`src/rtl/pstrip_pkg.sv`:
```
package pstrip_pkg;

  // Frame progress of the stripper
  typedef enum logic [1:0] {
    ST_WAIT = 2'd0,  // expecting the first word of a frame
    ST_PASS = 2'd1,  // realigning words, carry bytes held
    ST_TAIL = 2'd2   // emitting the trailing word of carried bytes
  } strip_state_e;

endpackage

```
`src/rtl/pstrip_ctrl.sv`:
```
module pstrip_ctrl
  import pstrip_pkg::*;
#(
  parameter int LANES = 8,
  parameter int PAD   = 6,
  localparam int OCC_W  = $clog2(LANES),
  localparam int HOLD   = LANES - PAD,
  localparam int HOLD_W = HOLD * 8
) (
  input  logic              clk,
  input  logic              rst,
  input  logic              clear,
  input  logic              in_valid,
  input  logic              in_last,
  input  logic [OCC_W-1:0]  in_occ,
  input  logic [HOLD_W-1:0] in_low,
  output logic              in_ready,
  output logic              out_valid,
  input  logic              out_ready,
  output logic              out_last,
  output logic              out_sof,
  output logic [OCC_W-1:0]  out_occ,
  output logic              tail_sel,
  output logic [HOLD_W-1:0] carry
);

  localparam logic [OCC_W-1:0] PAD_W = OCC_W'(PAD);

  strip_state_e       state_q;
  logic               sof_q;
  logic [OCC_W-1:0]   occ_q;
  logic [HOLD_W-1:0]  carry_q;
  logic               spill;
  logic [OCC_W-1:0]   shifted_occ;

  // Last word has more bytes than the pad: it needs a word of its own
  assign spill       = (in_occ == '0) || (in_occ > PAD_W);
  // Count wraps modulo the lane count
  assign shifted_occ = in_occ - PAD_W;

  always_comb begin
    in_ready  = 1'b0;
    out_valid = 1'b0;
    out_last  = 1'b0;
    out_occ   = '0;
    case (state_q)
      ST_WAIT: in_ready = 1'b1;
      ST_PASS: begin
        out_valid = in_valid;
        in_ready  = out_ready;
        out_last  = in_last && !spill;
        out_occ   = (in_last && !spill) ? shifted_occ : '0;
      end
      ST_TAIL: begin
        out_valid = 1'b1;
        out_last  = 1'b1;
        out_occ   = occ_q;
      end
      default: in_ready = 1'b0;
    endcase
  end

  assign out_sof  = sof_q;
  assign tail_sel = (state_q == ST_TAIL);
  assign carry    = carry_q;

  always_ff @(posedge clk) begin
    if (rst || clear) begin
      state_q <= ST_WAIT;
      sof_q   <= 1'b0;
      occ_q   <= '0;
      carry_q <= '0;
    end else begin
      case (state_q)
        ST_WAIT: begin
          if (in_valid) begin
            carry_q <= in_low;
            sof_q   <= 1'b1;
            if (!in_last) begin
              state_q <= ST_PASS;
            end else if (spill) begin
              state_q <= ST_TAIL;
              occ_q   <= shifted_occ;
            end
          end
        end
        ST_PASS: begin
          if (in_valid && out_ready) begin
            sof_q   <= 1'b0;
            carry_q <= in_low;
            if (in_last) begin
              occ_q   <= shifted_occ;
              state_q <= spill ? ST_TAIL : ST_WAIT;
            end
          end
        end
        ST_TAIL: begin
          if (out_ready) begin
            sof_q   <= 1'b0;
            state_q <= ST_WAIT;
          end
        end
        default: state_q <= ST_WAIT;
      endcase
    end
  end

endmodule

```
`src/rtl/pstrip_lanes.sv`:
```
module pstrip_lanes #(
  parameter int LANES = 8,
  parameter int HOLD  = 2,
  localparam int DATA_W = LANES * 8,
  localparam int HOLD_W = HOLD * 8,
  localparam int CNT_W  = $clog2(LANES) + 1
) (
  input  logic [HOLD_W-1:0] carry,
  input  logic [DATA_W-1:0] in_data,
  input  logic              tail_sel,
  input  logic              trim,
  input  logic [CNT_W-1:0]  keep_cnt,
  output logic [DATA_W-1:0] out_data
);

  for (genvar j = 0; j < LANES; j++) begin : g_lane
    logic [7:0] src;
    logic       keep;
    if (j < HOLD) begin : g_from_carry
      assign src = carry[HOLD_W-1-8*j -: 8];
    end else begin : g_from_input
      assign src = tail_sel ? 8'h00 : in_data[DATA_W-1-8*(j-HOLD) -: 8];
    end
    assign keep = !trim || (CNT_W'(j) < keep_cnt);
    assign out_data[DATA_W-1-8*j -: 8] = keep ? src : 8'h00;
  end

endmodule

```
`src/rtl/pad_strip_tx.sv`:
```
module pad_strip_tx #(
  parameter int DATA_W    = 64,
  parameter int PAD_BYTES = 6,
  localparam int LANES  = DATA_W / 8,
  localparam int OCC_W  = $clog2(LANES),
  localparam int USER_W = OCC_W + 1,
  localparam int HOLD   = LANES - PAD_BYTES,
  localparam int CNT_W  = OCC_W + 1
) (
  input  logic              clk,
  input  logic              rst,
  input  logic              clear,
  input  logic [DATA_W-1:0] s_tdata,
  input  logic [USER_W-1:0] s_tuser,
  input  logic              s_tlast,
  input  logic              s_tvalid,
  output logic              s_tready,
  output logic [DATA_W-1:0] m_tdata,
  output logic [USER_W-1:0] m_tuser,
  output logic              m_tlast,
  output logic              m_tvalid,
  input  logic              m_tready
);

  logic [HOLD*8-1:0] carry;
  logic              tail_sel;
  logic              sof;
  logic [OCC_W-1:0]  occ;
  logic [CNT_W-1:0]  keep_cnt;

  pstrip_ctrl #(
    .LANES(LANES),
    .PAD  (PAD_BYTES)
  ) u_ctrl (
    .clk      (clk),
    .rst      (rst),
    .clear    (clear),
    .in_valid (s_tvalid),
    .in_last  (s_tlast),
    .in_occ   (s_tuser[OCC_W-1:0]),
    .in_low   (s_tdata[HOLD*8-1:0]),
    .in_ready (s_tready),
    .out_valid(m_tvalid),
    .out_ready(m_tready),
    .out_last (m_tlast),
    .out_sof  (sof),
    .out_occ  (occ),
    .tail_sel (tail_sel),
    .carry    (carry)
  );

  assign keep_cnt = (occ == '0) ? CNT_W'(LANES) : {1'b0, occ};

  pstrip_lanes #(
    .LANES(LANES),
    .HOLD (HOLD)
  ) u_lanes (
    .carry   (carry),
    .in_data (s_tdata),
    .tail_sel(tail_sel),
    .trim    (m_tlast),
    .keep_cnt(keep_cnt),
    .out_data(m_tdata)
  );

  assign m_tuser = {sof, occ};

endmodule

```
`config.mk`:
```
export PLATFORM = sky130hd
export DESIGN_NAME = pad_strip_tx
export DESIGN_NICKNAME = d
export VERILOG_FILES = /design/src/rtl/pstrip_pkg.sv /design/src/rtl/pstrip_ctrl.sv /design/src/rtl/pstrip_lanes.sv /design/src/rtl/pad_strip_tx.sv
export SDC_FILE = /design/constraint.sdc
export NUM_CORES = 1
export LEC_CHECK = 0
export CAP_MARGIN = 0
export CORE_MARGIN = 2
export CORE_UTILIZATION = 30
export CTS_BUF_LIST = sky130_fd_sc_hd__clkbuf_4
export CTS_CLUSTER_SIZE = 25
export DETAILED_ROUTE_END_ITERATION = 6
export PLACE_DENSITY = 0.76
export SYNTH_ARGS = -nofsm -noshare
export SYNTH_HDL_FRONTEND = slang
export SYNTH_SLANG_ARGS = --single-unit
export TNS_END_PERCENT = 30
```
`constraint.sdc`:
```
create_clock -name clk -period 2.8 [get_ports clk]
set_input_delay 0.56 -clock clk [delete_from_list [all_inputs] [get_ports clk]]
set_output_delay 0.56 -clock clk [all_outputs]
set_load 0.1 [all_outputs]
```
==> flow_metrics.tcl <==
set metrics [dict create \
    status "finished, violations left" \
    violations "negative setup slack" \
    min_period_over_period 1.00 \
    irDropWorstVdd_v 0.000522 \
    layout.cells.non_filler 483 \
    clkSlewWorstSetupHoldPaths_ps 120 \
    end_kind "primary output" \
    synth_ff_type "dfxtp_1" \
    antenna_found_initial 0 \
    worstSetupStartpointType "primary input" \
    clock_latency_ps 300 \
    ys_seq_area_frac 0.257 \
    hpwl_um 6950 \
    cts_made_buffers 3 \
    place_ws_ps -608 \
    io_buffers 143 \
    vias 2475 \
    crit_type "in -> out" \
    arrival_ps 2250 \
    cts_tree "done" \
    drc 0 \
    synth-adder-area-share 0.0292 \
    cap_violations 0 \
    required_ps 2240 \
    synth_xor_area_frac 0.0102 \
    leakage_nw 1.87 \
    drive_gt1_frac 0.418 \
    synth.most_common_cell "nand2_1" \
    design.core.area_mm2 0.00551 \
    synth_top_family_by_area "simple AND/OR/NAND/NOR gates" \
    hp-class "reg -> reg" \
    async_reset_ff_frac 0 \
    fin_tns_setup_ps -39.1 \
    nNetsFinal 490 \
    ys_warn_count 0 \
    synth_common_cells "nand2_1 (64), a21oi_1 (50), and2_1 (27), dfxtp_1 (22), clkbuf_1 (17)" \
    io_pins 145 \
    area_growth_pct 174 \
    avgSynthCellArea_um2 6.75 \
    yosysTopAreaCell "dfxtp_1" \
    wire_per_inst_um 18.9 \
    path_max_fanout 8 \
    synthMuxAreaShare 0.00657 \
    hold_depth 2 \
    synth.area.top_cells "dfxtp_1 (26%), a21oi_1 (15%), nand2_1 (14%)" \
    ant_nets 0 \
    dr.pass1.iters 4 \
    die-area_mm2 0.00633 \
    drv_slew 0 \
    drt-initial-drc-count 56 \
    hold_ws_ps 466 \
    grt_max_degree 26 \
    finClkSkew_ps 7.11 \
    syn-cell-area_mm2 0.00171 \
    period_needed_ps 2810 \
    totalWireLength_um 9120 \
    vias_per_cell 5.12 \
    cts.sinks 22 \
    initial_core_util 0.311 \
    synth_edf_count 0 \
    rsz0062_at_grt "yes" \
    die_x_um 79.6 \
    overflow 0 \
    tightest_slew_ps 1200 \
    placed_cells_incl_taps 475 \
    grt_pass1_vias 2573 \
    rr_worst_depth 7 \
    ctsHoldBuffers 0 \
    max_freq_ghz 0.356 \
    dpl_cell_area_mm2 0.00449 \
    h-tree-depth 1 \
    synth_top_area_share 0.257 \
    synthesis.instances 254 \
    root_buffer "clkbuf_4" \
    fin_ws_ps -9.13 \
    fp-row-count 27 \
    synth-simple-area-share 0.331 \
    grt_pass1_wl_um 13700 \
    finalHoldViolCount 0 \
    clock_path_buffers 2 \
    cellPowerDensity_mw_per_mm2 349 \
    die_y_um 79.6 \
    finalSetupViolCount 9 \
    final_cell_area_mm2 0.00469 \
    ys_ff_latch 22 \
    synth_cell_types 43 \
    syn_nets 332 \
    grt_use_total 0.278 \
    gp_congestion 0.810 \
    fillers 265 \
    synth_compound_area_frac 0.305 \
    antenna_cells_inserted 0 \
    slew_headroom 0.202 \
]
[registers in the layout, summed over array words and instances (netlist names)]
| register | count |
|---|---|
| u_ctrl.state_q | 2 |
| u_ctrl.carry | 16 |
| u_ctrl.out_sof | 1 |
| u_ctrl.occ_q | 3 |
[placed cells by master (no fill, tap or decap), drive strengths merged, types with 2 or more instances in the layout]
master and instances:
a21boi 8, a21o 2, a21oi 50, a31oi 5, and2 27, buf 104
clkbuf 4, clkdlybuf4s50 68, dfxtp 22, ha 4, inv 5, nand2 64
nand2b 3, nand3 3, nand3b 2, nor2 8, nor3 3, o21ai 3
o221ai 2, xnor2 2
[critical path, stage by stage]
cell and delay (ps):
buf_8 100, ha_4 150, o21bai_4 190, a221oi_4 460, buf_6 180, a211o_1 180, buf_12 170, a21oi_4 70
buf_12 160
[through the flow]
stage / util / total power (W)
4_1_cts: 0.839 / 0.00163
6_report: 0.852 / 0.00164
3_5_place_dp: 0.816 / 0.00138
5_1_grt: 0.852 / 0.00170
2_1_floorplan: - / 0.000958
3_3_place_gp: 0.816 / 0.00136
[worst paths after layout]
path                                                startpoint                             end  slack (ps)
worst min register to register   u_ctrl.carry[13]$_SDFFE_PP0P_   u_ctrl.carry[13]$_SDFFE_PP0P_         470
worst min-delay path             u_ctrl.carry[13]$_SDFFE_PP0P_   u_ctrl.carry[13]$_SDFFE_PP0P_         470
worst max-delay path                                s_tuser[1]                     m_tdata[19]          -9
worst max register to register  u_ctrl.state_q[1]$_SDFFE_PP0P_  u_ctrl.state_q[0]$_SDFFE_PP0P_         630
[power breakdown]
group          switching, W  total [W]  internal (W)
Clock             0.0000936   0.000238      0.000145
Combinational      0.000655    0.00107      0.000413
Sequential       0.00000723   0.000331      0.000324
Total              0.000756    0.00164      0.000881
[final cells by class]
type / instances / area (µm²) / area share
clock inverter: 1 / 30.0 / 0.00640
clock buffer: 3 / 22.5 / 0.00480
timing repair buffer: 174 / 2380 / 0.508
inverter: 5 / 18.8 / 0.00400
tap: 72 / 90.1 / 0.0192
sequential: 22 / 445 / 0.0949
multi-input combinational: 206 / 1700 / 0.363
[metal layers]
metal | routed length, µm | up-vias | track usage
met2 | 5050 | 112 | 0.550
met1 | 3270 | 1166 | 0.297
met3 | 557 | 19 | 0.0430
met4 | 239 | 0 | 0.0810
li1 | - | 1178 | -
met5 | 0 | - | 0
[logic make-up after synthesis]
family,count (synthesis)
flops,22
simple gates,118
mux,1
xor+xnor,2
compound gates,81
fa+ha+maj,4
buf+inv,26
[what timing repair did]
| action | in CTS | in global routing |
|---|---|---|
| gates resized for setup | 25 | 17 |
| pin swaps | 20 | 26 |
| setup endpoints to repair | 60 | 54 |
| buffers inserted | 1 | 5 |
Note: power is estimated with default switching activity, not from simulation.
